### src/rtl/sdn_pkg.sv
`timescale 1ns/1ps
// Shared types and helpers for the address normalizer.
package sdn_pkg;

    // Outcome of one normalization request.
    typedef enum logic [1:0] {
        SDN_MISS    = 2'd0,
        SDN_HIT     = 2'd1,
        SDN_CFG_ERR = 2'd2
    } sdn_verdict_e;

    // A legal interleave mask is a run of ones from bit 0 (0, 1, 3, 7, ...).
    function automatic logic mask_is_legal(input logic [15:0] m);
        return ((m & (m + 16'd1)) == 16'd0);
    endfunction

endpackage

### src/rtl/sdn_range_gate.sv
`timescale 1ns/1ps
// Decides whether an address lies inside the node's inclusive window.
// Assumes: a window whose base equals its limit is an empty node.
module sdn_range_gate #(
    parameter int PA_W = 40
) (
    input  logic [PA_W-1:0] addr,
    input  logic [PA_W-1:0] base,
    input  logic [PA_W-1:0] limit,
    output logic            in_range
);
    logic empty_node;

    // Window test with both bounds inclusive; an empty node owns nothing.
    always_comb begin
        empty_node = (base == limit);
        in_range   = !empty_node && (addr >= base) && (addr <= limit);
    end
endmodule

### src/rtl/sdn_rebase.sv
`timescale 1ns/1ps
// Removes the hoisted memory hole and subtracts the node base.
// Assumes: the base counts only at BASE_GRAN granularity; lower bits are dropped.
module sdn_rebase #(
    parameter int PA_W      = 40,
    parameter int BASE_GRAN = 24,
    parameter int HOLE_BIT  = 32
) (
    input  logic [PA_W-1:0] addr,
    input  logic [PA_W-1:0] base,
    input  logic [PA_W-1:0] hole,
    output logic [PA_W-1:0] adj_addr,
    output logic [PA_W-1:0] rebased
);
    localparam int HI_W = PA_W - HOLE_BIT;

    logic            above_hole;
    logic [PA_W-1:0] base_floor;

    // Hole removal for addresses at or above 2^HOLE_BIT, then base subtraction.
    always_comb begin
        above_hole = (addr[PA_W-1:HOLE_BIT] != {HI_W{1'b0}});
        adj_addr   = ((hole != '0) && above_hole) ? (addr - hole) : addr;
        base_floor = {base[PA_W-1:BASE_GRAN], {BASE_GRAN{1'b0}}};
        rebased    = adj_addr - base_floor;
    end
endmodule

### src/rtl/sdn_ilv_excise.sv
`timescale 1ns/1ps
// Checks the interleave mask, tests node selection and removes interleave bits.
// Assumes: the mask is a run of ones of length k; bits [PAGE_LSB +: k] are cut out.
module sdn_ilv_excise #(
    parameter int PA_W     = 40,
    parameter int OUT_W    = 36,
    parameter int PAGE_LSB = 12,
    parameter int ILV_W    = 3
) (
    input  logic [PA_W-1:0]  rebased,
    input  logic [ILV_W-1:0] sel_bits,
    input  logic [ILV_W-1:0] ilv_en,
    input  logic [ILV_W-1:0] ilv_sel,
    output logic             legal,
    output logic             selected,
    output logic [OUT_W-1:0] norm_addr
);
    import sdn_pkg::*;

    localparam int NCAND = ILV_W + 1;
    localparam int LOG_W = $clog2(NCAND);
    localparam int TOP_W = OUT_W - PAGE_LSB;

    logic [OUT_W-1:0] cand [NCAND];
    logic [LOG_W-1:0] ilv_log;

    // One candidate layout per interleave width k.
    for (genvar k = 0; k < NCAND; k++) begin : g_cand
        assign cand[k] = {rebased[OUT_W-1+k -: TOP_W], rebased[PAGE_LSB-1:0]};
    end

    // Legality, width of the mask and selection compare.
    always_comb begin
        legal   = mask_is_legal({{(16-ILV_W){1'b0}}, ilv_en});
        ilv_log = '0;
        for (int i = 0; i < ILV_W; i++) begin
            ilv_log = ilv_log + LOG_W'(ilv_en[i]);
        end
        selected  = ((sel_bits & ilv_en) == ilv_sel);
        norm_addr = cand[ilv_log];
    end
endmodule

### src/rtl/sdn_addr_normalizer.sv
`timescale 1ns/1ps
// Top: normalizes a system address for one memory node and registers the verdict.
// Assumes: configuration is stable while req_valid is high; one result per request.
module sdn_addr_normalizer #(
    parameter int PA_W      = 40,
    parameter int OUT_W     = 36,
    parameter int BASE_GRAN = 24,
    parameter int HOLE_BIT  = 32,
    parameter int PAGE_LSB  = 12,
    parameter int ILV_W     = 3
) (
    input  logic             clk,
    input  logic             rst_n,
    input  logic             req_valid,
    input  logic [PA_W-1:0]  req_addr,
    input  logic [PA_W-1:0]  cfg_base,
    input  logic [PA_W-1:0]  cfg_limit,
    input  logic [ILV_W-1:0] cfg_ilv_en,
    input  logic [ILV_W-1:0] cfg_ilv_sel,
    input  logic [PA_W-1:0]  cfg_hole,
    output logic             out_valid,
    output logic             out_hit,
    output logic             out_miss,
    output logic             out_cfg_err,
    output logic [OUT_W-1:0] out_addr
);
    import sdn_pkg::*;

    logic             in_range;
    logic [PA_W-1:0]  adj_addr;
    logic [PA_W-1:0]  rebased;
    logic             legal;
    logic             selected;
    logic [OUT_W-1:0] norm_addr;
    sdn_verdict_e     verdict;

    sdn_range_gate #(.PA_W(PA_W)) u_range (
        .addr(req_addr), .base(cfg_base), .limit(cfg_limit), .in_range(in_range)
    );

    sdn_rebase #(.PA_W(PA_W), .BASE_GRAN(BASE_GRAN), .HOLE_BIT(HOLE_BIT)) u_rebase (
        .addr(req_addr), .base(cfg_base), .hole(cfg_hole),
        .adj_addr(adj_addr), .rebased(rebased)
    );

    sdn_ilv_excise #(.PA_W(PA_W), .OUT_W(OUT_W), .PAGE_LSB(PAGE_LSB), .ILV_W(ILV_W)) u_ilv (
        .rebased(rebased), .sel_bits(adj_addr[PAGE_LSB +: ILV_W]),
        .ilv_en(cfg_ilv_en), .ilv_sel(cfg_ilv_sel),
        .legal(legal), .selected(selected), .norm_addr(norm_addr)
    );

    // Verdict priority: window, then mask legality, then interleave selection.
    always_comb begin
        if (!in_range)                               verdict = SDN_MISS;
        else if (!legal)                             verdict = SDN_CFG_ERR;
        else if ((cfg_ilv_en != '0) && !selected)    verdict = SDN_MISS;
        else                                         verdict = SDN_HIT;
    end

    // Result register: one-cycle strobe with flags and the hit address.
    always_ff @(posedge clk) begin
        if (!rst_n) begin
            out_valid   <= 1'b0;
            out_hit     <= 1'b0;
            out_miss    <= 1'b0;
            out_cfg_err <= 1'b0;
            out_addr    <= '0;
        end else begin
            out_valid   <= req_valid;
            out_hit     <= req_valid && (verdict == SDN_HIT);
            out_miss    <= req_valid && (verdict == SDN_MISS);
            out_cfg_err <= req_valid && (verdict == SDN_CFG_ERR);
            out_addr    <= (req_valid && (verdict == SDN_HIT)) ? norm_addr : '0;
        end
    end


    valid_follows_chk: assert property (@(posedge clk) disable iff (!rst_n)
        req_valid |=> out_valid);


    valid_drops_chk: assert property (@(posedge clk) disable iff (!rst_n)
        !req_valid |=> !out_valid);


    one_verdict_chk: assert property (@(posedge clk) disable iff (!rst_n)
        out_valid |-> ($countones({out_hit, out_miss, out_cfg_err}) == 1));


    idle_quiet_chk: assert property (@(posedge clk) disable iff (!rst_n)
        !out_valid |-> !(out_hit || out_miss || out_cfg_err));


    miss_addr_zero_chk: assert property (@(posedge clk) disable iff (!rst_n)
        !out_hit |-> (out_addr == '0));


    empty_node_miss_chk: assert property (@(posedge clk) disable iff (!rst_n)
        (req_valid && (cfg_base == cfg_limit)) |=> out_miss);


    hit_in_window_chk: assert property (@(posedge clk) disable iff (!rst_n)
        (req_valid && ((req_addr < cfg_base) || (req_addr > cfg_limit))) |=> out_miss);


    cfg_err_mask_chk: assert property (@(posedge clk) disable iff (!rst_n)
        (req_valid && !(cfg_ilv_en == 3'd0 || cfg_ilv_en == 3'd1 ||
                        cfg_ilv_en == 3'd3 || cfg_ilv_en == 3'd7)
                   && (cfg_base != cfg_limit)
                   && (req_addr >= cfg_base) && (req_addr <= cfg_limit)) |=> out_cfg_err);
endmodule

### config.mk
export PLATFORM = sky130hd
export DESIGN_NAME = sdn_addr_normalizer
export DESIGN_NICKNAME = d
export VERILOG_FILES = /design/src/rtl/sdn_pkg.sv /design/src/rtl/sdn_range_gate.sv /design/src/rtl/sdn_rebase.sv /design/src/rtl/sdn_ilv_excise.sv /design/src/rtl/sdn_addr_normalizer.sv
export SDC_FILE = /design/constraint.sdc
export NUM_CORES = 1
export LEC_CHECK = 0
export ABC_AREA = 1
export BUFFER_PORTS_ARGS = -buffer_cell sky130_fd_sc_hd__buf_2
export CORE_UTILIZATION = 62
export CTS_BUF_LIST = sky130_fd_sc_hd__clkbuf_4
export DETAILED_ROUTE_END_ITERATION = 8
export HOLD_SLACK_MARGIN = 0.02
export PLACE_DENSITY = 0.89
export SLEW_MARGIN = 40
export SYNTH_ARGS = -nofsm -noshare
export SYNTH_HDL_FRONTEND = slang
export SYNTH_HIERARCHICAL = 1
export SYNTH_SLANG_ARGS = --single-unit
### constraint.sdc
create_clock -name clk -period 11.75 [get_ports clk]
set_input_delay 2.9375 -clock clk [delete_from_list [all_inputs] [get_ports clk]]
set_output_delay 2.9375 -clock clk [all_outputs]
set_load 0.02 [all_outputs]
# [Word level (Yosys, flattened, before mapping)]
# Index checks and enable logic that the tools add are counted.
# Widths: inputs -> output; s select.
[totals] register_bits=40 latch_bits=0 ramBits=0 romBits=0 out_inout_bits=40 elab_cells=42 mem_count=0
[classes] add_sub_neg=5 mul=0 div=0 n_lt_le_gt_ge=3 n_eq_ne=4 shifts=0 n_mux=7 bitwise_logic=3 n_reduce_logical=15
[op_table] op="$sub 39x39->39" n=2
[op_table] op="$bmux 36 s2" n=1
[op_table] op="$mux 36" n=2
[op_table] op="$eq 40x40->1" n=1
[op_table] op="$ge 40x40->1" n=1
[op_table] op="$le 40x40->1" n=1
[op_table] op="$reduce_bool 40->1" n=1
[op_table] op="$mux 39" n=1
[op_table] op="$and 3x16->16" n=1
[op_table] op="$logic_not 16->1" n=1
[op_table] op="$reduce_bool 8->1" n=1
[op_table] op="$logic_and 1x1->1" n=7
[op_table] op="$add 3x1->4 const B" n=1
[op_table] op="$mux 2" n=2
[op_table] op="$and 3x3->3" n=1
[op_table] op="$eq 3x3->1" n=1
[op_table] op="$ge 3x3->1 const B" n=1
[op_table] op="$not 2->3" n=1
[op_table] op="$reduce_bool 3->1" n=1
[op_table] op="$add 1x1->2" n=1
[op_table] op="$add 2x1->2" n=1
[op_table] op="$eq 2x1->1 const B" n=1
[op_table] op="$eq 2x2->1 const B" n=1
[op_table] op="$logic_not 1->1" n=2
[op_table] op="3 further kinds" n=3

# [Logic depth before layout (Yosys ltp)]
[depth] depth_word=13 mapped_depth=32 ltp_nobuf=32

# [By module]
# The synthesis kept the hierarchy.
[modules_own_cells] module="sdn_rebase" n_inst=1 cells_per_inst=814 area_per_inst_um2=4351.7
[modules_own_cells] module="sdn_range_gate" n_inst=1 cells_per_inst=465 area_per_inst_um2=2723.9
[modules_own_cells] module="sdn_addr_normalizer" n_inst=1 cells_per_inst=131 area_per_inst_um2=1255.0
[modules_own_cells] module="sdn_ilv_excise" n_inst=1 cells_per_inst=162 area_per_inst_um2=805.8

# [Worst setup path after synthesis]
# No wires, ideal clock.
[synth_timing] path_kind="input -> register" startpoint="in req_addr[0]" endpoint="reg out_addr[33]" setup_time_ps=62 arrival_ps=6629 required_ps=11688 setup_slack_ps=5060 cell_stages=29 n_path_buf=0 cell_sequence="inv_1 > ha_1 > fa_1 > nor3_2 > nor2_2 > o21ai_2 > nand3_2 > nand2_2 > a21oi_1 > nand2_1 > nand2_1 > nand2_1 > nand2_1 > ha_1 > fa_1 > nand3b_1 > nand2_1 > inv_1 > o21a_1 > o21ai_1 > a21boi_0 > o21ai_1 > xor2_1 > inv_1 > nand2_1 > o21ai_1 > o21ai_1 > inv_1 > nor2_2"
[synth_via] elab_cells_between_ends=20
[synth_rtl] element="start: declaration" line="sdn_addr_normalizer.sv:15" source="input logic [PA_W-1:0] req_addr,"
[synth_rtl] element="$sub 39x39->39" line="sdn_rebase.sv:23" source="adj_addr = ((hole != '0) && above_hole) ? (addr - hole) : addr;"
[synth_rtl] element="$mux 39 *" line="sdn_rebase.sv:23"
[synth_rtl] element="$sub 39x39->39 *" line="sdn_rebase.sv:25" source="rebased = adj_addr - base_floor;"
[synth_rtl] element="net rebased[36]" line="sdn_addr_normalizer.sv:31" source="logic [PA_W-1:0] rebased;"
[synth_rtl] element="$bmux 36 s2 *" line="sdn_ilv_excise.sv:40" source="norm_addr = cand[ilv_log];"
[synth_rtl] element="$mux 36 (implied by the code) * (2 in a row)" line="sdn_ilv_excise.sv:40"
[synth_rtl] element="net norm_addr[33]" line="sdn_addr_normalizer.sv:34" source="logic [OUT_W-1:0] norm_addr;"
[synth_rtl] element="end signal: assignment" line="sdn_addr_normalizer.sv:73" source="out_addr <= (req_valid && (verdict == SDN_HIT)) ? norm_addr : '0;"
[synth_rtl] element="end: declaration" line="sdn_addr_normalizer.sv:25" source="output logic [OUT_W-1:0] out_addr"
# Mark *: on every way through the listed nets, which the timed path passes. The rest lies on a longest branch. The select of a mux whose other input is x is not followed.
# A chain may end at the register's enable or synchronous reset.

# [Worst setup path in the final report]
# Same ends and word-level chain as after synthesis.

==> results_dict.tcl <==
set metrics [dict create \
    outcome "complete, no violations" \
    route.vias.total 10100 \
    rsz0062_at_grt "false" \
    drt_pass1_iterations 6 \
    hold-path-endpoint "out_valid$_SDFF_PN0_" \
    clock.fmax_ghz 0.1430 \
    final.period_utilization 0.5950 \
    fp.dieArea_um2 14910 \
    power.density_cell_area_nw_per_um2 71.43 \
    route.antenna.remaining_nets 0 \
    grt_pass1_vias 9194 \
    htree_num_levels 2 \
    die_height_um 122.1 \
    nFillCells 1338 \
    cts_hold_buffers 0 \
    holdCritPathClass "input port to flip-flop" \
    criticalPathCategory "input port to flip-flop" \
    num_antenna_cells 0 \
    total_power_w 0.0007053 \
    timing.critical_path.mode_cell "sky130_fd_sc_hd__nand2_1" \
    setup_viol 0 \
    cp_max_fo 5 \
    antenna_found_initial 0 \
    maxSlewViolCount 0 \
    detailedRoute.firstIterationViolations 878 \
    dp_hpwl_um 24080 \
    cts_tree "done" \
    grtUsageTotal 0.3622 \
    root_buffer "sky130_fd_sc_hd__clkbuf_4" \
    cts_buffers 5 \
    layout-drive-gt1-share 0.1783 \
    nets 1999 \
    cts_sinks 40 \
    final_global_route_overflow_total 0 \
    worstMarginPinSlew_ns 0.8553 \
    min_delay_path_depth 3 \
    leakage_nw 5.784 \
    totalWireLength_um 27010 \
    coreArea_um2 13990 \
    avgRoutedWirePerCell_um 14.41 \
    cp-start-kind "input port" \
    postCtsSetupRepairBufs 0 \
    register_area_um2 800.8 \
    synth.avg_cell_area_um2 5.838 \
    worst_setup_hold_path_clk_slew_ns 0.12 \
    timing.critical_path.buf_inv 5 \
    timing.slew.headroom 0.4238 \
    setup_tns_ns 0 \
    yosysWarningCount 6 \
    min_period_ns 6.992 \
    min-delay-start "req_valid" \
    global_route_wire_length_before_repair_um 42670 \
    pin_count 209 \
    mappedNetlistNets 1838 \
    floorplan.initialDensity 0.6394 \
    drcViolationCount 0 \
    core.rowCount 43 \
    max_cap_violations 0 \
    hold_viol_final 0 \
    critical-path-max-stage-delay_ns 0.45 \
    routabilityCongestion 1.007 \
    netlist_area_um2 8944 \
    critical_path_arrival_ns 7.27 \
    port_buffers 208 \
    postCtsResizedCells 0 \
    setup.worst_path.end_class "flip-flop" \
    critical_path.slowest_cell "sky130_fd_sc_hd__fa_1" \
    cts-root-to-sink-buffers 2 \
    die_w_um 122.1 \
    multi_input_comb_area_um2 6538 \
    ir_worst_vdd_uv 38.26 \
    required_ns 12.03 \
    grt_start_max_net_pins 39 \
    critical-path-top-delay-family "adder cells" \
    synth_cells 1532 \
    area_growth_syn_to_layout_pct 10.39 \
    vias_cell 5.390 \
]
## flip-flops by register name, indices dropped and copies added, names as in the netlist
signal	flops
out_hit	1
out_addr	36
out_miss	1
out_valid	1
out_cfg_err	1
## final cells by class
| class | count | share of cell area |
|---|---|---|
| clock buffers | 5 | 0.003802 |
| clock inverters | 3 | 0.001901 |
| inverters | 317 | 0.1213 |
| multi-input cells | 1119 | 0.6621 |
| flip-flops and latches | 40 | 0.08111 |
| well taps | 180 | 0.02281 |
| repair buffers | 210 | 0.1070 |
## metrics by stage
| stage | instances | util | area, µm² | setup WS (ns) | hold slack [ns] |
|---|---|---|---|---|---|
| 3_3_place_gp | 1866 | 0.7016 | 9814 | 4.689 | 3.207 |
| 3_5_place_dp | 1866 | 0.7018 | 9817 | 4.502 | 3.219 |
| 5_1_grt | 1874 | 0.7058 | 9873 | 4.441 | 2.846 |
| 2_1_floorplan | 1532 | - | 8944 | 5.083 | 3.098 |
| 4_1_cts | 1874 | 0.7058 | 9873 | 4.856 | 2.824 |
| 6_report | 1874 | 0.7058 | 9873 | 4.758 | 2.846 |
## worst max path at each step
stage / from / endpoint / cells past startpoint
final: req_addr[0] / out_addr[33]$_SDFF_PN0_ / 30
after global routing: req_addr[0] / out_addr[35]$_SDFF_PN0_ / 30
after CTS: req_addr[0] / out_addr[33]$_SDFF_PN0_ / 30
after detailed placement: req_addr[0] / out_addr[33]$_SDFF_PN0_ / 30
after global placement: req_addr[0] / out_addr[34]$_SDFF_PN0_ / 30
after floorplan: req_addr[0] / out_addr[33]$_SDFF_PN0_ / 29
## metal layers
metal	up-vias	global-route usage	routed length (µm)
li1	5124	-	-
met1	4448	0.4852	11920
met2	476	0.5907	11700
met3	53	0.05431	2644
met4	0	0.1166	742
met5	-	0	0
## layout by cell type (no fill, tap or decap), types with 4 or more instances in the layout
cell type and instances:
sky130_fd_sc_hd__a21boi_0 4, sky130_fd_sc_hd__a21o_1 8, sky130_fd_sc_hd__a21oi_1 94, sky130_fd_sc_hd__a31oi_1 10
sky130_fd_sc_hd__buf_2 208, sky130_fd_sc_hd__clkbuf_4 5, sky130_fd_sc_hd__dfxtp_1 40, sky130_fd_sc_hd__ha_1 134
sky130_fd_sc_hd__inv_1 313, sky130_fd_sc_hd__nand2_1 384, sky130_fd_sc_hd__nand2_2 8, sky130_fd_sc_hd__nand3_1 39
sky130_fd_sc_hd__nand3b_1 6, sky130_fd_sc_hd__nand4_1 30, sky130_fd_sc_hd__nor2_1 134, sky130_fd_sc_hd__nor2_2 45
sky130_fd_sc_hd__nor3_1 10, sky130_fd_sc_hd__nor4_1 4, sky130_fd_sc_hd__o21ai_0 86, sky130_fd_sc_hd__o21ai_1 19
sky130_fd_sc_hd__o21ai_2 8, sky130_fd_sc_hd__o21bai_1 7, sky130_fd_sc_hd__xnor2_1 32, sky130_fd_sc_hd__xor2_1 19
## where the power goes
| group | leakage, nW | switching (W) | total [W] | internal, W |
|---|---|---|---|---|
| Combinational | 5.43 | 0.000320 | 0.000502 | 0.000182 |
| Sequential | 0.323 | 0.000000251 | 0.000137 | 0.000137 |
| Clock | 0.0349 | 0.0000435 | 0.0000664 | 0.0000230 |
Power figures use the tool's default switching activity.
